$ cat config.mk
export PLATFORM = sky130hd
export DESIGN_NAME = io_decoder
export DESIGN_NICKNAME = d
export VERILOG_FILES = /design/src/rtl/io_dec_pkg.sv /design/src/rtl/io_cmd_decode.sv /design/src/rtl/io_sync_frame.sv /design/src/rtl/io_strobe_gen.sv /design/src/rtl/io_decoder.sv
export SDC_FILE = /design/constraint.sdc
export NUM_CORES = 1
export LEC_CHECK = 0
export ABC_AREA = 0
export CAP_MARGIN = 0
export CELL_PAD_IN_SITES_DETAIL_PLACEMENT = 1
export CELL_PAD_IN_SITES_GLOBAL_PLACEMENT = 1
export CORE_ASPECT_RATIO = 1.4
export CORE_MARGIN = 1.5
export CORE_UTILIZATION = 28
export CTS_CLUSTER_DIAMETER = 150
export DETAILED_ROUTE_END_ITERATION = 6
export PLACE_DENSITY_LB_ADDON = 0.1
export SLEW_MARGIN = 20
export SYNTH_ARGS = -nofsm -noshare
export SYNTH_HDL_FRONTEND = slang
export SYNTH_HIERARCHICAL = 1
export SYNTH_SLANG_ARGS = --single-unit
$ cat constraint.sdc
create_clock -name clk -period 3.9 [get_ports clk]
set_input_delay 1.17 -clock clk [delete_from_list [all_inputs] [get_ports clk]]
set_output_delay 1.17 -clock clk [all_outputs]
set_load 0.02 [all_outputs]
$ cat src/rtl/io_dec_pkg.sv
package io_dec_pkg;

    localparam int N_W    = 4;
    localparam int SYNC_N = 1 << N_W;
    localparam int STB_N  = 1 << (N_W - 1);
    localparam int IDX_W  = N_W - 1;

    typedef enum logic [1:0] {
        ST_FETCH = 2'b00,
        ST_EXEC  = 2'b01,
        ST_DMA   = 2'b10,
        ST_INTR  = 2'b11
    } cpu_state_e;

    typedef struct packed {
        logic             valid;
        logic             rd;
        logic [N_W-1:0]   sel;
    } io_cmd_t;

    function automatic io_cmd_t decode_cmd(input logic [1:0] st,
                                           input logic [N_W-1:0] n,
                                           input logic en);
        io_cmd_t c;
        c.valid = en && (cpu_state_e'(st) == ST_EXEC) && (n[IDX_W-1:0] != '0);
        c.rd    = c.valid && n[N_W-1];
        c.sel   = n;
        return c;
    endfunction

endpackage

$ cat src/rtl/io_cmd_decode.sv
module io_cmd_decode
    import io_dec_pkg::*;
(
    input  logic [1:0]     state_i,
    input  logic [N_W-1:0] n_i,
    input  logic           en_i,
    output io_cmd_t        cmd_o
);

    always_comb begin
        cmd_o = decode_cmd(state_i, n_i, en_i);
    end

    always_comb begin
        if (cmd_o.valid) begin
            assert (cmd_o.sel[IDX_W-1:0] != '0);
        end
    end

endmodule

$ cat src/rtl/io_sync_frame.sv
module io_sync_frame
    import io_dec_pkg::*;
(
    input  logic              clk,
    input  logic              rst,
    input  logic              tpa_i,
    input  io_cmd_t           cmd_i,
    output logic [SYNC_N-1:0] sync_o,
    output logic              rd_o,
    output logic              wr_act_o,
    output logic [IDX_W-1:0]  idx_o
);

    io_cmd_t cur_q;

    always_ff @(posedge clk) begin
        if (rst) begin
            cur_q <= '0;
        end else if (tpa_i) begin
            cur_q <= cmd_i;
        end
    end

    genvar g;
    generate
        for (g = 0; g < SYNC_N; g++) begin : g_sync
            assign sync_o[g] = cur_q.valid && (cur_q.sel == N_W'(g));
        end
    endgenerate

    assign rd_o     = cur_q.rd;
    assign wr_act_o = cur_q.valid && !cur_q.rd;
    assign idx_o    = cur_q.sel[IDX_W-1:0];

    AST_SYNC_ONEHOT: assert property (@(posedge clk) disable iff (rst)
        $onehot0(sync_o));
    AST_SYNC_HOLD: assert property (@(posedge clk) disable iff (rst)
        !tpa_i |=> $stable(sync_o));
    AST_NO_NULL_SYNC: assert property (@(posedge clk) disable iff (rst)
        !sync_o[0] && !sync_o[STB_N]);
    AST_DIR_NEEDS_SYNC: assert property (@(posedge clk) disable iff (rst)
        rd_o |-> (|sync_o[SYNC_N-1:STB_N]));

endmodule

$ cat src/rtl/io_strobe_gen.sv
module io_strobe_gen
    import io_dec_pkg::*;
(
    input  logic             clk,
    input  logic             rst,
    input  logic             tpb_i,
    input  logic             wr_act_i,
    input  logic [IDX_W-1:0] idx_i,
    output logic [STB_N-1:0] strobe_o
);

    logic [STB_N-1:0] stb_d;

    genvar g;
    generate
        for (g = 0; g < STB_N; g++) begin : g_stb
            assign stb_d[g] = tpb_i && wr_act_i && (idx_i == IDX_W'(g));
        end
    endgenerate

    always_ff @(posedge clk) begin
        if (rst) begin
            strobe_o <= '0;
        end else begin
            strobe_o <= stb_d;
        end
    end

    AST_STB_ONEHOT: assert property (@(posedge clk) disable iff (rst)
        $onehot0(strobe_o));
    AST_STB_AFTER_TPB: assert property (@(posedge clk) disable iff (rst)
        !tpb_i |=> (strobe_o == '0));
    AST_STB_WRITE_ONLY: assert property (@(posedge clk) disable iff (rst)
        (|strobe_o) |-> $past(wr_act_i));
    AST_STB_NO_ZERO: assert property (@(posedge clk) disable iff (rst)
        !strobe_o[0]);

endmodule

$ cat src/rtl/io_decoder.sv
module io_decoder
    import io_dec_pkg::*;
(
    input  logic              clk,
    input  logic              rst,
    input  logic [1:0]        cpu_state,
    input  logic [N_W-1:0]    n_field,
    input  logic              tpa,
    input  logic              tpb,
    input  logic              mod_en,
    output logic [SYNC_N-1:0] io_sync,
    output logic [STB_N-1:0]  io_strobe,
    output logic              io_dir
);

    io_cmd_t          cmd;
    logic             wr_act;
    logic [IDX_W-1:0] idx;

    io_cmd_decode i_dec (
        .state_i (cpu_state),
        .n_i     (n_field),
        .en_i    (mod_en),
        .cmd_o   (cmd)
    );

    io_sync_frame i_frame (
        .clk      (clk),
        .rst      (rst),
        .tpa_i    (tpa),
        .cmd_i    (cmd),
        .sync_o   (io_sync),
        .rd_o     (io_dir),
        .wr_act_o (wr_act),
        .idx_o    (idx)
    );

    io_strobe_gen i_stb (
        .clk      (clk),
        .rst      (rst),
        .tpb_i    (tpb),
        .wr_act_i (wr_act),
        .idx_i    (idx),
        .strobe_o (io_strobe)
    );

    AST_CLEAR_QUIET: assert property (@(posedge clk)
        rst |=> (io_sync == '0) && (io_strobe == '0) && !io_dir);
    AST_STB_HAS_SYNC: assert property (@(posedge clk) disable iff (rst)
        (|io_strobe) |-> (|io_sync[STB_N-1:0]));
    AST_DISABLED_QUIET: assert property (@(posedge clk) disable iff (rst)
        (tpa && !mod_en) |=> (io_sync == '0) && !io_dir);

endmodule

==> metrics, run 1 <==
critical path arrival=1.97 ns; most instantiated cells after synthesis=nor2_1, dfxtp_1, buf_4, nor3_1, mux2i_1; synth unique cells=20; vias in the first global route=672; Worst Skew=0.00215 ns; status=complete, no violations; min cycle time layout=3.14 ns; synthesized area=694 µm²; nets=121; routed wl met2=924 µm; Reg2Reg Launch Point=i_frame/idx_o[1]; layout cell share with drive strength beyond 1=7.34%; Core ar.=2360 µm²; number of enable flip-flop cells after synthesis=0; Total GRT Usage=14.0%; part of the cycle the worst path needs=80.4%; Mapped Cells=82; Met1 Routed Length=648 µm; DR vias=647; initial core utilization=29.4%; Placement Setup Slack=1.04 ns; Avg Cell Area, Syn=8.47 µm²; die area=2790 µm²; Setup crit start kind=register; cell leakage power=0.346 nW; DR pass1 iterations=3; main area contributors after synthesis=dfxtp_1, nor2_1, mux2i_1; MaxCap Viol Count=0; post-route cell area=1030 µm²; CTS Buf Count=3; Port-buffer cells=35; Routability Congestion=0.662; clock sink count=14; Data required, critical path=2.73 ns; Worst-path clk slew=0.08 ns; most numerous cell in the Yosys netlist=nor2_1; Final Hold Fails=0; row count=21; top cell type by total area after synthesis=dfxtp_1; TritonCTS clock tree=built; CP Class=reg -> out; headroom to the max-slew limit=69.9%; final hold slack=0.548 ns; Ys Warns=6; placed cell area=991 µm²; # fillers=272; clk buf depth=2; Synth Register Bits=14; initial antenna violation count=0; Die Height=61.9 µm; post-DP HPWL=1.35 mm; global-route wire length before repair=2.86 mm; Yosys top cell area share=40.4%; post-route ant nets=0; highest metal used=met4; Worst Hold Class=reg -> reg; fmax=319 MHz; Synth Net Count=93; post-CTS sizing=0; Slew Viols, Final=0; htree depth=1; ANT cells=0; Area growth, synth to finish=47.9%; Sum Neg Setup Slack=0 ns; DR WL/cell=13.0 µm; Setup crit start=i_frame/idx_o[2]; Crit. End Element=output pin; RSZ-0062 raised after global routing=no; Post-CTS Hold Fix Bufs=0; Worst-Margin Slew=0.450 ns; Setup Buffers After CTS=0; clock insertion delay at the later pin of the skew report=0.27 ns; vias per inst=4.90; Most used DFF post-synth=dfxtp_1; hold_sp=i_frame/cur_q[3]; CP Max Fanout=13; drt initial violations=11; largest net degree at the start of global routing=16; number of primary I/O pins=36; Chip Width=45.1 µm; met3 wire length=120 µm; Async SR Flop Fraction=0%; slack of the critical path=0.764 ns; clock root buffer master=clkbuf_4; Placed Cells=128; maximum VDD drop=0.104 mV; final wirelength=1.71 mm; PwrDens=276 nW/µm²; Setup-failing EPs final=0; total grt overflow=0; register area share after synthesis=40.4%; fin cells=132; DRC errors left=0
[flip-flops by register name, summed over array words and instances (netlist names)]
register,flops
i_frame/rd_o,1
i_stb/strobe_o,8
i_frame/cur_q,2
i_frame/idx_o,3
[cell usage in the layout (no fill, tap or decap)]
cell             synthesis  layout
nand2b_1                 3       3
clkdlybuf4s50_1          0      35
nor4b_2                  1       1
clkbuf_4                 0       3
nand3b_1                 4       4
nor4_1                   4       4
mux2i_1                  6       6
dfxtp_1                 14      14
nand3_1                  2       2
nor3_2                   1       1
nand2_1                  3       3
nor2_1                  19      19
nor2_2                   1       1
inv_1                    1       1
nor2b_1                  1       1
nor3_1                   7       7
or3b_4                   1       1
clkbuf_8                 0       1
or3b_1                   2       2
[report_power, final]
group | internal [mW] | total [mW] | switching, mW | leakage (nW)
logic | 0.0175 | 0.0298 | 0.0123 | 0.211
registers | 0.146 | 0.153 | 0.00703 | 0.114
clock network | 0.0567 | 0.101 | 0.0444 | 0.0210
total | 0.220 | 0.284 | 0.0637 | 0.346
[final timing paths]
path / to / slack, ns / depth (start not counted)
worst min register to register: i_frame/cur_q[3] / 0.55 / 2
worst min-delay path: i_frame/cur_q[3] / 0.55 / 2
worst max register to register: i_stb/strobe_o[6] / 2.72 / 2
worst max-delay path: io_sync[12] / 0.76 / 3
[stage by stage]
| stage | power [mW] | utilization, % |
|---|---|---|
| 2_1_floorplan | 0.176 | - |
| 3_3_place_gp | 0.186 | 41.9 |
| 3_5_place_dp | 0.186 | 41.9 |
| 4_1_cts | 0.289 | 43.4 |
| 5_1_grt | 0.298 | 43.4 |
| 6_report | 0.284 | 43.4 |
[kinds of logic (layout without fill, tap and decap cells)]
group                  Yosys count  after routing  synth area share, %
buffers and inverters           13             40                 12.4
DFF                             14             14                 40.4
muxes                            6              6                 8.65
and+or+nand+nor                 49             49                 38.6
[cell type report]
class / instances / area [µm²] / share of cell area [%]
Tap cell: 23 / 28.8 / 2.80
Sequential cell: 14 / 280 / 27.3
Timing Repair Buffer: 35 / 350 / 34.1
Multi-Input combinational cell: 55 / 328 / 31.9
Clock buffer: 4 / 36.3 / 3.53
Inverter: 1 / 3.75 / 0.365
[worst max-delay path, stage by stage (launching register included)]
cell             delay [ns]
dfxtp_1                0.55
or3b_4                 0.44
nor2_2                 0.10
clkdlybuf4s50_1        0.61
[routing by layer]
layer	vias up	track usage, %
met1	295	13.7
met4	0	6.30
met5	-	0
met3	2	3.76
met2	28	26.7
li1	322	-
(Power assumes the default switching activity.)
==> run 2, diff against run 1 <==
- CORE_UTILIZATION: 28 -> 24
- clock period: 3.9 -> 2.85 ns (I/O delays scaled with it)
==> metrics, run 2 (synthesis results as in run 1) <==
total grt overflow=0; delay of the slowest critical-path stage=0.61 ns; Sum Neg Setup Slack=0 ns; Crit path max-delay family=buffers and inverters; clock insertion delay at the later pin of the skew report=0.29 ns; largest net degree at the start of global routing=16; number of primary I/O pins=36; nets=122; vias in the first global route=688; Reg2Reg Setup Slack=1.65 ns; Routability Congestion=0.680; Crit. End Element=output pin; cell leakage power=0.352 nW; Setup crit start kind=register; Core ar.=2700 µm²; htree depth=1; post-route ant nets=0; placed cell area=1010 µm²; RSZ-0062 raised after global routing=no; status=complete, no violations; CP Class=reg -> out; Sw Pwr=0.0944 mW; drt initial violations=3; Setup Buffers After CTS=0; min cycle time layout=2.77 ns; clk buf depth=2; commonest non-fill, non-tap cells in the layout=clkdlybuf4s50_1, nor2_1, dfxtp_1; DR pass1 iterations=4; Data required, critical path=2.00 ns; post-route cell area=1050 µm²; Reg power frac=52.5%; Worst Skew=0.00880 ns; switch share=23.8%; Worst-path clk slew=0.09 ns; CTS Buf Count=3; Chip Width=48.5 µm; most common cell after layout, fill and taps aside=clkdlybuf4s50_1; clock power share=36.7%; part of the cycle the worst path needs=97.1%; global-route wire length before repair=3.11 mm; Die Height=66.6 µm; maximum VDD drop=0.119 mV; max reg flops=8; TritonCTS clock tree=built; clock sink count=14; clock root buffer master=clkbuf_4; DR WL/cell=12.1 µm; Slew Viols, Final=0; PwrDens=377 nW/µm²; headroom to the max-slew limit=70.9%; Final Hold Fails=0; initial antenna violation count=0; Slowest-stage cell, CP=clkdlybuf4s50_1; Worst-Margin Slew=0.437 ns; final wirelength=1.76 mm; post-CTS sizing=0; ANT cells=0; Biggest register=i_stb/strobe_o; combinational power share=10.8%; Worst Hold Class=reg -> reg; Post-CTS Hold Fix Bufs=0; layout cell share with drive strength beyond 1=9.09%; DRC errors left=0; die area=3230 µm²; post-DP HPWL=1.36 mm; Total GRT Usage=12.8%; Int Pwr=0.302 mW; Setup-failing EPs final=0; worst path cell trace=or3b_4 > nor2_2 > clkdlybuf4s50_1; row count=22; CP Max Fanout=14; MaxCap Viol Count=0; DR vias=665; Buf/Inv on CP=1; initial core utilization=25.7%; Area growth, synth to finish=51.5%; vias per inst=4.55; Port-buffer cells=35; fmax=361 MHz; critical path arrival=1.91 ns
## run 2: power by group through the flow
stage          clock, mW  sequential, mW  combinational, mW
2_1_floorplan          0           0.207             0.0345
3_3_place_gp           0           0.212             0.0430
3_5_place_dp           0           0.213             0.0437
4_1_cts            0.148           0.208             0.0439
5_1_grt            0.159           0.210             0.0470
6_report           0.146           0.208             0.0429
## run 2: worst min-delay path: stages, from the launching register on
cell	delay (ns)
dfxtp_1	0.33
mux2i_1	0.12
nor2_1	0.05
## run 2: worst paths after layout
kind | startpoint | end | depth (start not counted)
min reg2reg | i_frame/rd_o | i_frame/rd_o | 2
min | i_frame/rd_o | i_frame/rd_o | 2
max | i_frame/idx_o[0] | io_sync[12] | 3
max reg2reg | i_frame/idx_o[0] | i_stb/strobe_o[5] | 2
## run 2: final cells by class
cell class                 count  area (µm²)
multi-input combinational     55         328
inverter                       1        3.75
clock buffer                   4        36.3
sequential                    14         282
timing repair buffer          36         358
tap                           36        45.0
fill                         340        1650
## run 2: per-stage QoR
stage / total power [mW] / setup WS, ns / hold slack [ns] / instances / utilization (%)
2_1_floorplan: 0.241 / 0.761 / 0.496 / 82 / -
3_3_place_gp: 0.255 / 0.427 / 0.519 / 142 / 37.6
3_5_place_dp: 0.257 / 0.396 / 0.532 / 142 / 37.6
4_1_cts: 0.400 / 0.0483 / 0.549 / 146 / 39.0
5_1_grt: 0.416 / 0.0127 / 0.575 / 146 / 39.0
6_report: 0.397 / 0.0819 / 0.544 / 146 / 39.0
## run 2: routing by layer
layer  track usage [%]  wire length, µm  vias to the layer above
li1                  -                -                      325
met1              12.2              682                      307
met2              23.4              889                       29
met3              3.59              136                        4
met4              9.64               51                        0
met5                 0                0                        -
==> run 3, diff against run 2 <==
- GPL_TIMING_DRIVEN: unset -> 0
- clock period: 2.85 -> 2.3 ns (I/O delays scaled with it)
==> metrics, run 3 (synthesis results as in run 1) <==
status=complete, no violations; Worst-path clk slew=0.08 ns; min cycle time layout=2.17 ns; total grt overflow=0; CP Max Fanout=10; critical path arrival=1.48 ns; Final Hold Fails=0; worst path cell trace=buf_2 > nand2b_1 > nor3_1 > dlygate4sd2_1; CP Class=reg -> out; part of the cycle the worst path needs=94.6%; clock sink count=14; max reg flops=8; Port-buffer cells=34; DR vias=687; Biggest register=i_stb/strobe_o; drt initial violations=0; TritonCTS clock tree=built; clock insertion delay at the later pin of the skew report=0.27 ns; Setup-failing EPs final=0; commonest non-fill, non-tap cells in the layout=nor2_1, clkdlybuf4s50_1, dfxtp_1; Worst Skew=0.00220 ns; post-route ant nets=0; largest net degree at the start of global routing=12; Slew Viols, Final=0; FF/Latch Area=280 µm²; most common cell after layout, fill and taps aside=nor2_1; Area growth, synth to finish=56.4%; final wirelength=1.74 mm; Post-CTS Hold Fix Bufs=0; Crit. End Element=output pin; row count=22; multi-input logic area=328 µm²; clock root buffer master=clkbuf_4; Slowest-stage cell, CP=dlygate4sd2_1; RSZ-0062 raised after global routing=no; nets=132; CTS Buf Count=3; MaxCap Viol Count=0; ANT cells=0; Core ar.=2700 µm²; layout cell share with drive strength beyond 1=18.3%; DR pass1 iterations=1; DRC errors left=0; Worst-Margin Slew=0.381 ns; Sum Neg Setup Slack=0 ns; Worst Hold Class=reg -> reg; DR WL/cell=11.1 µm; post-route cell area=1090 µm²; Setup crit start kind=register; post-DP HPWL=1.41 mm; delay of the slowest critical-path stage=0.35 ns; placed cell area=1080 µm²; fmax=460 MHz; Chip Width=48.5 µm; vias in the first global route=715; Die Height=66.6 µm; vias per inst=4.40; # fillers=359; number of primary I/O pins=36; cell leakage power=0.463 nW; Total GRT Usage=11.8%; Data required, critical path=1.61 ns; htree depth=1; maximum VDD drop=0.154 mV; initial antenna violation count=0; initial core utilization=25.7%; headroom to the max-slew limit=74.5%; global-route wire length before repair=2.95 mm; die area=3230 µm²; clk buf depth=2; PwrDens=454 nW/µm²; Routability Congestion=0.642
-- run 3: stage by stage --
| step | hold WS (ns) | std cells | setup WS, ns | utilization (%) | total power, mW |
|---|---|---|---|---|---|
| 5_1_grt | 0.579 | 156 | 0.00972 | 40.3 | 0.516 |
| 4_1_cts | 0.550 | 156 | 0.0146 | 40.7 | 0.500 |
| 6_report | 0.549 | 156 | 0.125 | 40.3 | 0.493 |
| 3_3_place_gp | 0.515 | 152 | 0.0474 | 40.0 | 0.327 |
| 2_1_floorplan | 0.496 | 82 | 0.376 | - | 0.299 |
| 3_5_place_dp | 0.534 | 152 | 0.0483 | 40.0 | 0.328 |
-- run 3: worst paths after layout --
check / from / endpoint / slack (ns) / depth (start not counted)
hold reg to reg: i_frame/rd_o / i_frame/rd_o / 0.55 / 2
hold / removal: i_frame/rd_o / i_frame/rd_o / 0.55 / 2
setup / recovery: i_frame/idx_o[1] / io_sync[10] / 0.13 / 4
setup reg to reg: i_frame/cur_q[5] / i_stb/strobe_o[0] / 1.22 / 3
-- run 3: cell type report --
type	instances	area share (%)
clock buffer	4	3.34
timing repair buffer	34	28.6
buffer	12	7.60
tap	36	4.15
sequential	14	25.8
inverter	1	0.346
multi-input combinational	55	30.2
-- run 3: per-layer routing --
metal	vias to the layer above	track usage, %	wire length [µm]
met1	310	10.2	658
met5	-	0	0
met2	29	24.8	924
met3	4	1.35	116
met4	0	8.57	37
li1	344	-	-
-- run 3: what timing repair did --
item,4_1_cts,5_1_grt
setup endpoints to repair,16,7
resized for setup,17,13
setup buffers,0,0
-- run 3: worst max-delay path, delay by kind of cell (launching register included) --
family                 cells  cell delay (ns)
and+or+nand+nor            2             0.32
buffers and inverters      2             0.56
DFF                        1             0.33
-- run 3: power by group --
part	switching [mW]	internal, mW
Combinational	0.0314	0.0392
Sequential	0.00354	0.247
Clock	0.0754	0.0963
Total	0.110	0.383
